File: src/rtl/evt_pkg.sv
package evt_pkg;

    localparam int ADDR_W = 10;

    localparam logic [ADDR_W-1:0] OFF_CAP  = 10'h000;
    localparam logic [ADDR_W-1:0] OFF_CTRL = 10'h010;
    localparam logic [ADDR_W-1:0] OFF_STAT = 10'h020;
    localparam logic [ADDR_W-1:0] OFF_CNT  = 10'h0F0;

    localparam logic [4:0] CHAN_BASE_SLOT = 5'd8;

    typedef enum logic [2:0] {
        RG_NONE,
        RG_CAP,
        RG_CTRL,
        RG_STAT,
        RG_CNT,
        RG_CHAN
    } reg_sel_e;

    typedef struct packed {
        reg_sel_e   sel;
        logic       hi;
        logic [4:0] ch_idx;
        logic [4:0] ch_off;
        logic       ch_ok;
    } dec_t;

    function automatic int clamp_ch(input int n);
        if (n < 3)  return 3;
        if (n > 32) return 32;
        return n;
    endfunction

    function automatic logic [63:0] cap_word(input int nch,
                                             input logic [15:0] vid,
                                             input logic [31:0] per_fs);
        logic [63:0] w;
        w        = '0;
        w[7:0]   = 8'd1;
        w[12:8]  = 5'(nch - 1);
        w[13]    = 1'b1;
        w[15]    = 1'b1;
        w[31:16] = vid;
        w[63:32] = per_fs;
        return w;
    endfunction

    // Update only the half that the access selects.
    function automatic logic [63:0] merge_half(input logic [63:0] old,
                                               input logic [63:0] wd,
                                               input logic        hi,
                                               input logic        wide);
        if (hi)   return {wd[31:0], old[31:0]};
        if (wide) return wd;
        return {old[63:32], wd[31:0]};
    endfunction

    function automatic logic [63:0] read_half(input logic [63:0] v,
                                              input logic        hi,
                                              input logic        wide);
        logic [63:0] r;
        r = hi ? {32'd0, v[63:32]} : v;
        if (!wide) r[63:32] = 32'd0;
        return r;
    endfunction

endpackage

File: src/rtl/evt_addr_dec.sv
module evt_addr_dec
    import evt_pkg::*;
#(
    parameter int NCH = 4
) (
    input  logic [ADDR_W-1:0] addr,
    output dec_t              dec
);
    localparam logic [5:0] NCH_L = 6'(NCH);

    logic [4:0]        rel;
    logic [ADDR_W-1:0] base;

    assign rel  = addr[9:5] - CHAN_BASE_SLOT;
    assign base = {addr[9:3], 1'b0, addr[1:0]};

    always_comb begin
        dec.sel    = RG_NONE;
        dec.hi     = addr[2];
        dec.ch_idx = rel;
        dec.ch_off = addr[4:0];
        dec.ch_ok  = 1'b0;
        if (addr[9:8] != 2'b00) begin
            dec.sel   = RG_CHAN;
            dec.ch_ok = ({1'b0, rel} < NCH_L);
        end else begin
            case (base)
                OFF_CAP:  dec.sel = RG_CAP;
                OFF_CTRL: dec.sel = RG_CTRL;
                OFF_STAT: dec.sel = RG_STAT;
                OFF_CNT:  dec.sel = RG_CNT;
                default:  dec.sel = RG_NONE;
            endcase
        end
    end
endmodule

File: src/rtl/evt_main_ctr.sv
module evt_main_ctr
    import evt_pkg::*;
(
    input  logic        clk,
    input  logic        rst,
    input  logic        run,
    input  logic        run_rise,
    input  logic        run_fall,
    input  logic        tick_en,
    input  logic        ld,
    input  logic        ld_hi,
    input  logic        ld_wide,
    input  logic [63:0] ld_data,
    output logic [63:0] cnt_view,
    output logic [63:0] cnt_live,
    output logic [63:0] cnt_hold
);
    logic [63:0] live_nxt;

    assign live_nxt = cnt_live + {63'd0, run & tick_en};

    always_ff @(posedge clk) begin
        if (rst) begin
            cnt_live <= '0;
            cnt_hold <= '0;
        end else begin
            cnt_live <= run_rise ? cnt_hold : live_nxt;
            if (run_fall)
                cnt_hold <= live_nxt;
            else if (ld)
                cnt_hold <= merge_half(cnt_hold, ld_data, ld_hi, ld_wide);
        end
    end

    assign cnt_view = run ? cnt_live : cnt_hold;
endmodule

File: src/rtl/evt_stat.sv
module evt_stat #(
    parameter int NCH = 4
) (
    input  logic           clk,
    input  logic           rst,
    input  logic [NCH-1:0] clr_req,
    input  logic [NCH-1:0] fire,
    output logic [NCH-1:0] status,
    output logic [NCH-1:0] clr_pulse
);
    // A new event in the clearing cycle wins over the clear.
    assign clr_pulse = clr_req & status & ~fire;

    always_ff @(posedge clk) begin
        if (rst) status <= '0;
        else     status <= (status & ~clr_pulse) | fire;
    end
endmodule

File: src/rtl/evt_regblk.sv
module evt_regblk
    import evt_pkg::*;
#(
    parameter int          NUM_TIMERS = 4,
    parameter logic [15:0] VENDOR_ID  = 16'h1E5A,
    parameter logic [31:0] PERIOD_FS  = 32'd10000000
) (
    input  logic                                clk,
    input  logic                                rst,
    input  logic                                tick_en,
    input  logic                                req_wr,
    input  logic                                req_rd,
    input  logic [9:0]                          req_addr,
    input  logic                                req_wide,
    input  logic [63:0]                         req_wdata,
    output logic [63:0]                         req_rdata,
    input  logic [clamp_ch(NUM_TIMERS)-1:0]     ch_fire,
    input  logic [63:0]                         ch_rdata,
    output logic [4:0]                          ch_idx,
    output logic [4:0]                          ch_off,
    output logic                                ch_wr,
    output logic                                ch_rd,
    output logic [clamp_ch(NUM_TIMERS)-1:0]     ch_clr,
    output logic [clamp_ch(NUM_TIMERS)-1:0]     int_status,
    output logic                                glb_en,
    output logic                                legacy_rt
);
    localparam int          NCH = clamp_ch(NUM_TIMERS);
    localparam logic [63:0] CAP = cap_word(NCH, VENDOR_ID, PERIOD_FS);

    dec_t           dec;
    logic [1:0]     ctrl_q;
    logic [1:0]     ctrl_nxt;
    logic           wr_ctrl;
    logic           wr_stat;
    logic           wr_cnt;
    logic           run_rise;
    logic           run_fall;
    logic [NCH-1:0] clr_req;
    logic [63:0]    cnt_view;
    logic [63:0]    cnt_live;
    logic [63:0]    cnt_hold;
    logic [63:0]    rd_mux;

    evt_addr_dec #(.NCH(NCH)) u_dec (
        .addr (req_addr),
        .dec  (dec)
    );

    assign wr_ctrl = req_wr && (dec.sel == RG_CTRL);
    assign wr_stat = req_wr && (dec.sel == RG_STAT);
    assign wr_cnt  = req_wr && (dec.sel == RG_CNT);

    // Only the low half carries writable control bits.
    assign ctrl_nxt = (wr_ctrl && !dec.hi) ? req_wdata[1:0] : ctrl_q;
    assign run_rise = !ctrl_q[0] &&  ctrl_nxt[0];
    assign run_fall =  ctrl_q[0] && !ctrl_nxt[0];

    always_ff @(posedge clk) begin
        if (rst) ctrl_q <= 2'b00;
        else     ctrl_q <= ctrl_nxt;
    end

    assign glb_en    = ctrl_q[0];
    assign legacy_rt = ctrl_q[1];

    evt_main_ctr u_ctr (
        .clk      (clk),
        .rst      (rst),
        .run      (ctrl_q[0]),
        .run_rise (run_rise),
        .run_fall (run_fall),
        .tick_en  (tick_en),
        .ld       (wr_cnt),
        .ld_hi    (dec.hi),
        .ld_wide  (req_wide),
        .ld_data  (req_wdata),
        .cnt_view (cnt_view),
        .cnt_live (cnt_live),
        .cnt_hold (cnt_hold)
    );

    assign clr_req = (wr_stat && !dec.hi) ? req_wdata[NCH-1:0] : '0;

    evt_stat #(.NCH(NCH)) u_stat (
        .clk       (clk),
        .rst       (rst),
        .clr_req   (clr_req),
        .fire      (ch_fire),
        .status    (int_status),
        .clr_pulse (ch_clr)
    );

    assign ch_idx = dec.ch_idx;
    assign ch_off = dec.ch_off;
    assign ch_wr  = req_wr && (dec.sel == RG_CHAN) && dec.ch_ok;
    assign ch_rd  = req_rd && (dec.sel == RG_CHAN) && dec.ch_ok;

    always_comb begin
        case (dec.sel)
            RG_CAP:  rd_mux = read_half(CAP, dec.hi, req_wide);
            RG_CTRL: rd_mux = read_half({62'd0, ctrl_q}, dec.hi, req_wide);
            RG_STAT: rd_mux = read_half(64'(int_status), dec.hi, req_wide);
            RG_CNT:  rd_mux = read_half(cnt_view, dec.hi, req_wide);
            RG_CHAN: rd_mux = dec.ch_ok ? ch_rdata : 64'd0;
            default: rd_mux = 64'd0;
        endcase
    end

    assign req_rdata = req_rd ? rd_mux : 64'd0;
endmodule

File: config.mk
export PLATFORM = sky130hd
export DESIGN_NAME = evt_regblk
export DESIGN_NICKNAME = d
export VERILOG_FILES = /design/src/rtl/evt_pkg.sv /design/src/rtl/evt_addr_dec.sv /design/src/rtl/evt_main_ctr.sv /design/src/rtl/evt_stat.sv /design/src/rtl/evt_regblk.sv
export SDC_FILE = /design/constraint.sdc
export NUM_CORES = 1
export LEC_CHECK = 0
export ABC_CLOCK_PERIOD_IN_PS = 5530
export BUFFER_PORTS_ARGS = -buffer_cell sky130_fd_sc_hd__buf_4
export CAP_MARGIN = 20
export CORE_AREA = 2 2 145 147
export CTS_CLUSTER_SIZE = 40
export DETAILED_ROUTE_END_ITERATION = 7
export DIE_AREA = 0 0 147 149
export PLACE_DENSITY = 0.65
export SYNTH_ARGS = -nofsm -noshare
export SYNTH_HDL_FRONTEND = slang
export SYNTH_SLANG_ARGS = --single-unit
File: constraint.sdc
create_clock -name clk -period 5.53 [get_ports clk]
set_input_delay 0.553 -clock clk [delete_from_list [all_inputs] [get_ports clk]]
set_output_delay 0.553 -clock clk [all_outputs]
set_load 0.02 [all_outputs]
==> results of run 1 <==
==> stage by stage <==
step                      power [uW]  util [%]  cell area, sq um  instances
final                           2440      56.0             11500       1663
after global routing            2490      56.0             11500       1663
after CTS                       2440      56.0             11500       1663
after detailed placement        1240      53.0             10900       1631
after global placement          1240      53.0             10900       1631
after floorplan                 1090         -              9070       1208
==> power groups by stage <==
stage	Clock [uW]	Sequential, uW	Combinational, uW
finish	1220	969	252
global route	1260	969	265
CTS	1220	969	248
detailed placement	0	990	248
global placement	0	990	246
floorplan	0	993	102
==> worst max-delay path, delay by kind of cell <==
| family | cells | cell delay (ps) |
|---|---|---|
| buffers and inverters | 3 | 780 |
| AOI/OAI and AO/OA | 3 | 780 |
| and+or+nand+nor | 3 | 1410 |
==> layout make-up <==
type	instances	area, sq um	share of cell area [%]
multi-input combinational	957	5920	51.4
sequential	134	2690	23.3
timing repair buffer	250	1890	16.4
clock buffer	20	447	3.88
tap	275	344	2.99
clock inverter	12	178	1.54
inverter	15	56.3	0.489
==> kinds of logic after synthesis <==
family / count (synthesis) / share of synthesized area (%)
adders and majority gates: 4 / 0.552
AOI/OAI and AO/OA: 336 / 24.1
muxes: 95 / 10.9
xor gates and xnor gates: 46 / 4.44
buffers and inverters: 117 / 5.53
DFF: 134 / 29.6
and+or+nand+nor: 476 / 24.8
==> state kept, by name, indices dropped and copies added (netlist names) <==
register,flops
ctrl_q,2
u_ctr.cnt_live,64
u_stat.status,4
u_ctr.cnt_hold,64
==> placed cells by master, fill, tap and decap left out, types with 6 or more instances in the layout <==
cell	instances
nand2_1	87
nand3_1	30
mux2_2	33
mux2i_1	62
o221ai_1	14
nor3_1	69
a21oi_1	102
o21a_1	14
dfxtp_1	133
o21ai_0	55
nor4_1	17
a22oi_1	65
clkbuf_16	17
buf_4	249
xor2_1	16
inv_1	15
nor2_1	188
xnor2_1	30
nand4_1	25
o31a_1	6
and2_1	6
and3_1	11
a211oi_1	42
==> routing by layer <==
layer	share of wire, %	vias up
li1	-	4761
met1	40	4897
met2	44	650
met3	11	89
met4	4.4	2
met5	0.033	-
==> final timing paths <==
path	to	slack (ps)	cells after the start
max reg2reg	u_ctr.cnt_hold[56]	2010	9
min reg2reg	u_ctr.cnt_live[0]	480	2
min	u_stat.status[3]	340	3
max	req_rdata[15]	1440	9
==> out/metrics.csv, run 1 <==
metric,value,unit
n_antenna_cell,0,
switching_share,24.3,%
cpMostUsedCell,buf_4,
startpoint,req_addr[8],
worstSetupEndpointType,output port,
holdBufCountCts,0,
path_clk_slew,60,ps
seq_power_share,39.7,%
antenna_found_initial,3,
syn_to_final_growth,27.0,%
ys_warn_count,0,
clockPowerShare,50.0,%
postCtsSetupBuffers,0,
async_reset_ff_share,0,%
dp_hpwl,29400,microns
max-slew-margin-rel,24.0,%
initial_core_util,44.1,%
pre_cts_ws,1490,ps
hold_start,ch_fire[3],
synth_area,0.00907,sq mm
min_period,4090,ps
cts_tree,done,
r2r-start,ctrl_q[0],
timing.final.crit_share,74.0,%
vias_per_cell,6.25,
routed_wl,39700,microns
nets,1527,
numCtsBuffers,17,
crit_chain,buf_4 > or4bb_1 > nor2_1 > a21oi_1 > o41ai_1 > nand2_2 > buf_4 > a31oi_1 > buf_4,
skew,8.45,ps
grt-ovfl-total,0,
grt_usage,35.1,%
io_buffers,233,
post_cts_resized,0,
ys_ff_latch,134,
synth_area_leader_cell,dfxtp_1,
gp_congestion,0.934,
switching_power,594,uW
setup_tns,0,ps
grt_pass1_vias,9368,
fp.dieW,147,microns
grt_max_degree,93,
ant_nets,0,
drt_iter0_markers,1251,
synth_top_cell_area_share,29.6,%
firstDrtPassIters,6,
holdWs,342,ps
cap_violations,0,
grt_util_met2,54.0,%
setup_viol,0,
crit_arrival,3540,ps
grtUsageMet1,46.6,%
finalMaxSlewViolations,0,
yosysMostFrequentCell,nor2_1,
dieArea,0.0219,sq mm
synthFlopType,dfxtp_1,
fp.dieH,149,microns
met3_usage,9.08,%
ys_types,62,
hp-class,in -> reg,
rsz0062_at_grt,no,
cts_buffer_depth,2,
cts_htree_levels,4,
wl_per_cell,23.9,microns
syn_inst,1208,
grt_pass1_wl,57800,microns
critPathSlowestCell,or4bb_1,
hold_violations,0,
synth_nets,1360,
yosysSeqAreaShare,29.6,%
tightest_slew,1130,ps
setup_ws,1440,ps
grt.busiest_layer,met2,
synth_common_cells,"nor2_1, dfxtp_1, a21oi_1",
comb_power_share,10.3,%
crit_path_max_incr_delay,610,ps
synth_edf_count,0,
ys_top_cells_by_area,"dfxtp_1, nor2_1, mux2i_1, a21oi_1, a22oi_1",
layout.filler_cells,2040,
worstPathMaxFanout,38,
power_density,212,mW/mm^2
cts_root_buf,clkbuf_16,
synth.avg_cell_area,7.51,sq um
cp-start-kind,input pin,
criticalPathCategory,in -> out,
internal_power,1850,uW
ir_worst_vdd,0.222,mV
rows,53,
outcome,finished clean,
routed-via-count,10400,
clock_latency,430,ps
fmax,244,MHz
drc_errors,0,
core,0.0206,sq mm
drive_above_1_share,24.5,%
clock-sinks,134,
boundaryPins,234,
p_leak,0.00432,uW
cp.required,4980,ps
No activity file was read; power rests on OpenSTA's default activity.
==> inputs of run 2 (changes only) <==
--- a/config.mk
+++ b/config.mk
@@ -5,7 +5,7 @@
 export SDC_FILE = /design/constraint.sdc
 export NUM_CORES = 1
 export LEC_CHECK = 0
-export ABC_CLOCK_PERIOD_IN_PS = 5530
+export ABC_CLOCK_PERIOD_IN_PS = 4000
 export BUFFER_PORTS_ARGS = -buffer_cell sky130_fd_sc_hd__buf_4
 export CAP_MARGIN = 20
 export CORE_AREA = 2 2 145 147
==> constraint.sdc (replaced) <==
create_clock -name clk -period 4 [get_ports clk]
set_input_delay 0.4 -clock clk [delete_from_list [all_inputs] [get_ports clk]]
set_output_delay 0.4 -clock clk [all_outputs]
set_load 0.02 [all_outputs]
==> out/metrics.csv, run 2 (synthesis results as in run 1) <==
metric,value,unit,change
fmax,301,MHz,
reg2reg_depth,9,,unchanged
hold_violations,0,,unchanged
power_density,288,mW/mm^2,+36%
grt_usage,35.4,%,+0.28 points
grt_pass1_wl,58600,microns,+1.3%
cpMostUsedCell,buf_4,,
outcome,finished clean,,
drive_above_1_share,25.1,%,+0.65 points
hold_start,ch_fire[1],,
max-slew-margin-rel,27.6,%,+3.6 points
postCtsSetupBuffers,0,,unchanged
vias_per_cell,6.13,,-1.9%
n_antenna_cell,0,,unchanged
clock_latency,430,ps,about the same
crit_arrival,2920,ps,-620 ps
path_buf_inv,3,,unchanged
boundaryPins,234,,unchanged
skew,9.15,ps,+0.698 ps
p_leak,0.00438,uW,+1.3%
dp_hpwl,29800,microns,+1.2%
gp_congestion,0.981,,+5.1%
grt-ovfl-total,0,,unchanged
multi_input_area,0.00591,sq mm,-0.13%
core,0.0206,sq mm,unchanged
routed-via-count,10300,,-1.2%
tightest_slew,1090,ps,-44.7 ps
crit_path_max_incr_delay,600,ps,about the same
stdcell_count,1675,,+0.72%
firstDrtPassIters,6,,unchanged
setup_viol,0,,unchanged
timing.final.crit_share,83.1,%,
io_buffers,233,,unchanged
fp.dieH,149,microns,unchanged
hp-class,in -> reg,,
layout.filler_cells,2058,,+0.88%
hold_end,u_stat.status[1],,
min_period,3320,ps,
post_cts_resized,0,,unchanged
cp.depth,9,,unchanged
drc_errors,0,,unchanged
grt_max_degree,93,,unchanged
drt_iter0_markers,1132,,-9.5%
r2r-start,ctrl_q[0],,
holdBufCountCts,0,,unchanged
path_clk_slew,60,ps,about the same
mostFrequentLayoutCells,"buf_4, nor2_1, dfxtp_1",,
fp.dieW,147,microns,unchanged
nets,1539,,+0.79%
cts_buffer_depth,2,,unchanged
final_common_cell,buf_4,,
reg2reg_to,u_ctr.cnt_live[56],,
syn_to_final_growth,28.1,%,
critPathSlowestCell,or4bb_1,,
setup_ws,678,ps,-759 ps
cts_htree_levels,4,,unchanged
cp.required,3600,ps,-1380 ps
crit_chain,buf_4 > or4bb_1 > nor2_1 > a21oi_1 > o41ai_1 > nand2_2 > buf_4 > a31oi_1 > buf_4,,
dieArea,0.0219,sq mm,unchanged
cp-start-kind,input pin,,
reg.largest.list,"u_ctr.cnt_hold: 64 flops, u_ctr.cnt_live: 64 flops, u_stat.status: 4 flops",,
clock-sinks,134,,unchanged
dp.cells,1643,,+0.74%
finalMaxSlewViolations,0,,unchanged
rows,53,,unchanged
criticalPathCategory,in -> out,,
rsz0062_at_grt,no,,
worstSetupEndpointType,output port,,
initial_core_util,44.1,%,unchanged
cap_violations,0,,unchanged
ant_nets,0,,unchanged
pre_cts_ws,668,ps,-821 ps
ff_latch_area,0.00269,sq mm,unchanged
antenna_found_initial,1,,-2
cts_tree,done,,
wl_per_cell,23.5,microns,-1.3%
hold_depth,3,,unchanged
cts_root_buf,clkbuf_16,,
setup_tns,0,ps,unchanged
r2r_slack,1140,ps,-870 ps
numCtsBuffers,17,,unchanged
grt_pass1_vias,9635,,+2.9%
worstPathMaxFanout,23,,-39%
crit_family,simple AND/OR/NAND/NOR gates,,
ir_worst_vdd,0.306,mV,+38%
routed_wl,39400,microns,-0.60%
-- run 2: layout make-up --
class | instances | share of cell area, %
inverter | 15 | 0.485
clock inverter | 11 | 1.28
multi-input combinational | 957 | 50.9
timing repair buffer | 262 | 17.2
tap | 275 | 2.96
clock buffer | 21 | 4.05
sequential | 134 | 23.1
-- run 2: worst reg2reg max path, cell delays in order (launching register included) --
cell and delay (ps):
dfxtp_4 350, and2_1 120, ha_1 190, ha_1 320, nand4_1 130, nor4_1 360, nand4_1 530, o31a_1 450
nor3_1 180, nor3_1 70
-- run 2: where the power goes --
group          total, uW  internal [uW]  leakage, uW  switching, uW
combinational        350            161      0.00300            189
sequential          1340           1340      0.00108           3.02
clock               1660           1030     0.000295            628
total               3350           2530      0.00438            820
-- run 2: metal layers --
layer | vias to the layer above | global-route usage [%] | share of wire, %
met5 | - | 0 | 0
met4 | 0 | 13.5 | 4.1
met3 | 81 | 9.14 | 11
met2 | 548 | 55.6 | 45
met1 | 4865 | 46.9 | 41
li1 | 4782 | - | -
-- run 2: through the flow --
stage               total power [uW]  hold WS [ps]  cell area, sq um  util (%)
floorplan                       1510           449              9070         -
finish                          3350           187             11600      56.5
global route                    3420           197             11600      56.5
detailed placement              1710           471             11000      53.5
CTS                             3340           186             11600      56.5
global placement                1710           468             11000      53.5
-- run 2: worst max path at each step --
stage	endpoint	slack, ps	start
after floorplan	u_ctr.cnt_hold[43]	670	ctrl_q[0]
after global placement	u_ctr.cnt_hold[3]	760	req_addr[8]
after detailed placement	u_ctr.cnt_hold[3]	670	req_addr[8]
after CTS	req_rdata[15]	720	req_addr[8]
after global routing	req_rdata[15]	530	req_addr[8]
final	req_rdata[15]	680	req_addr[8]
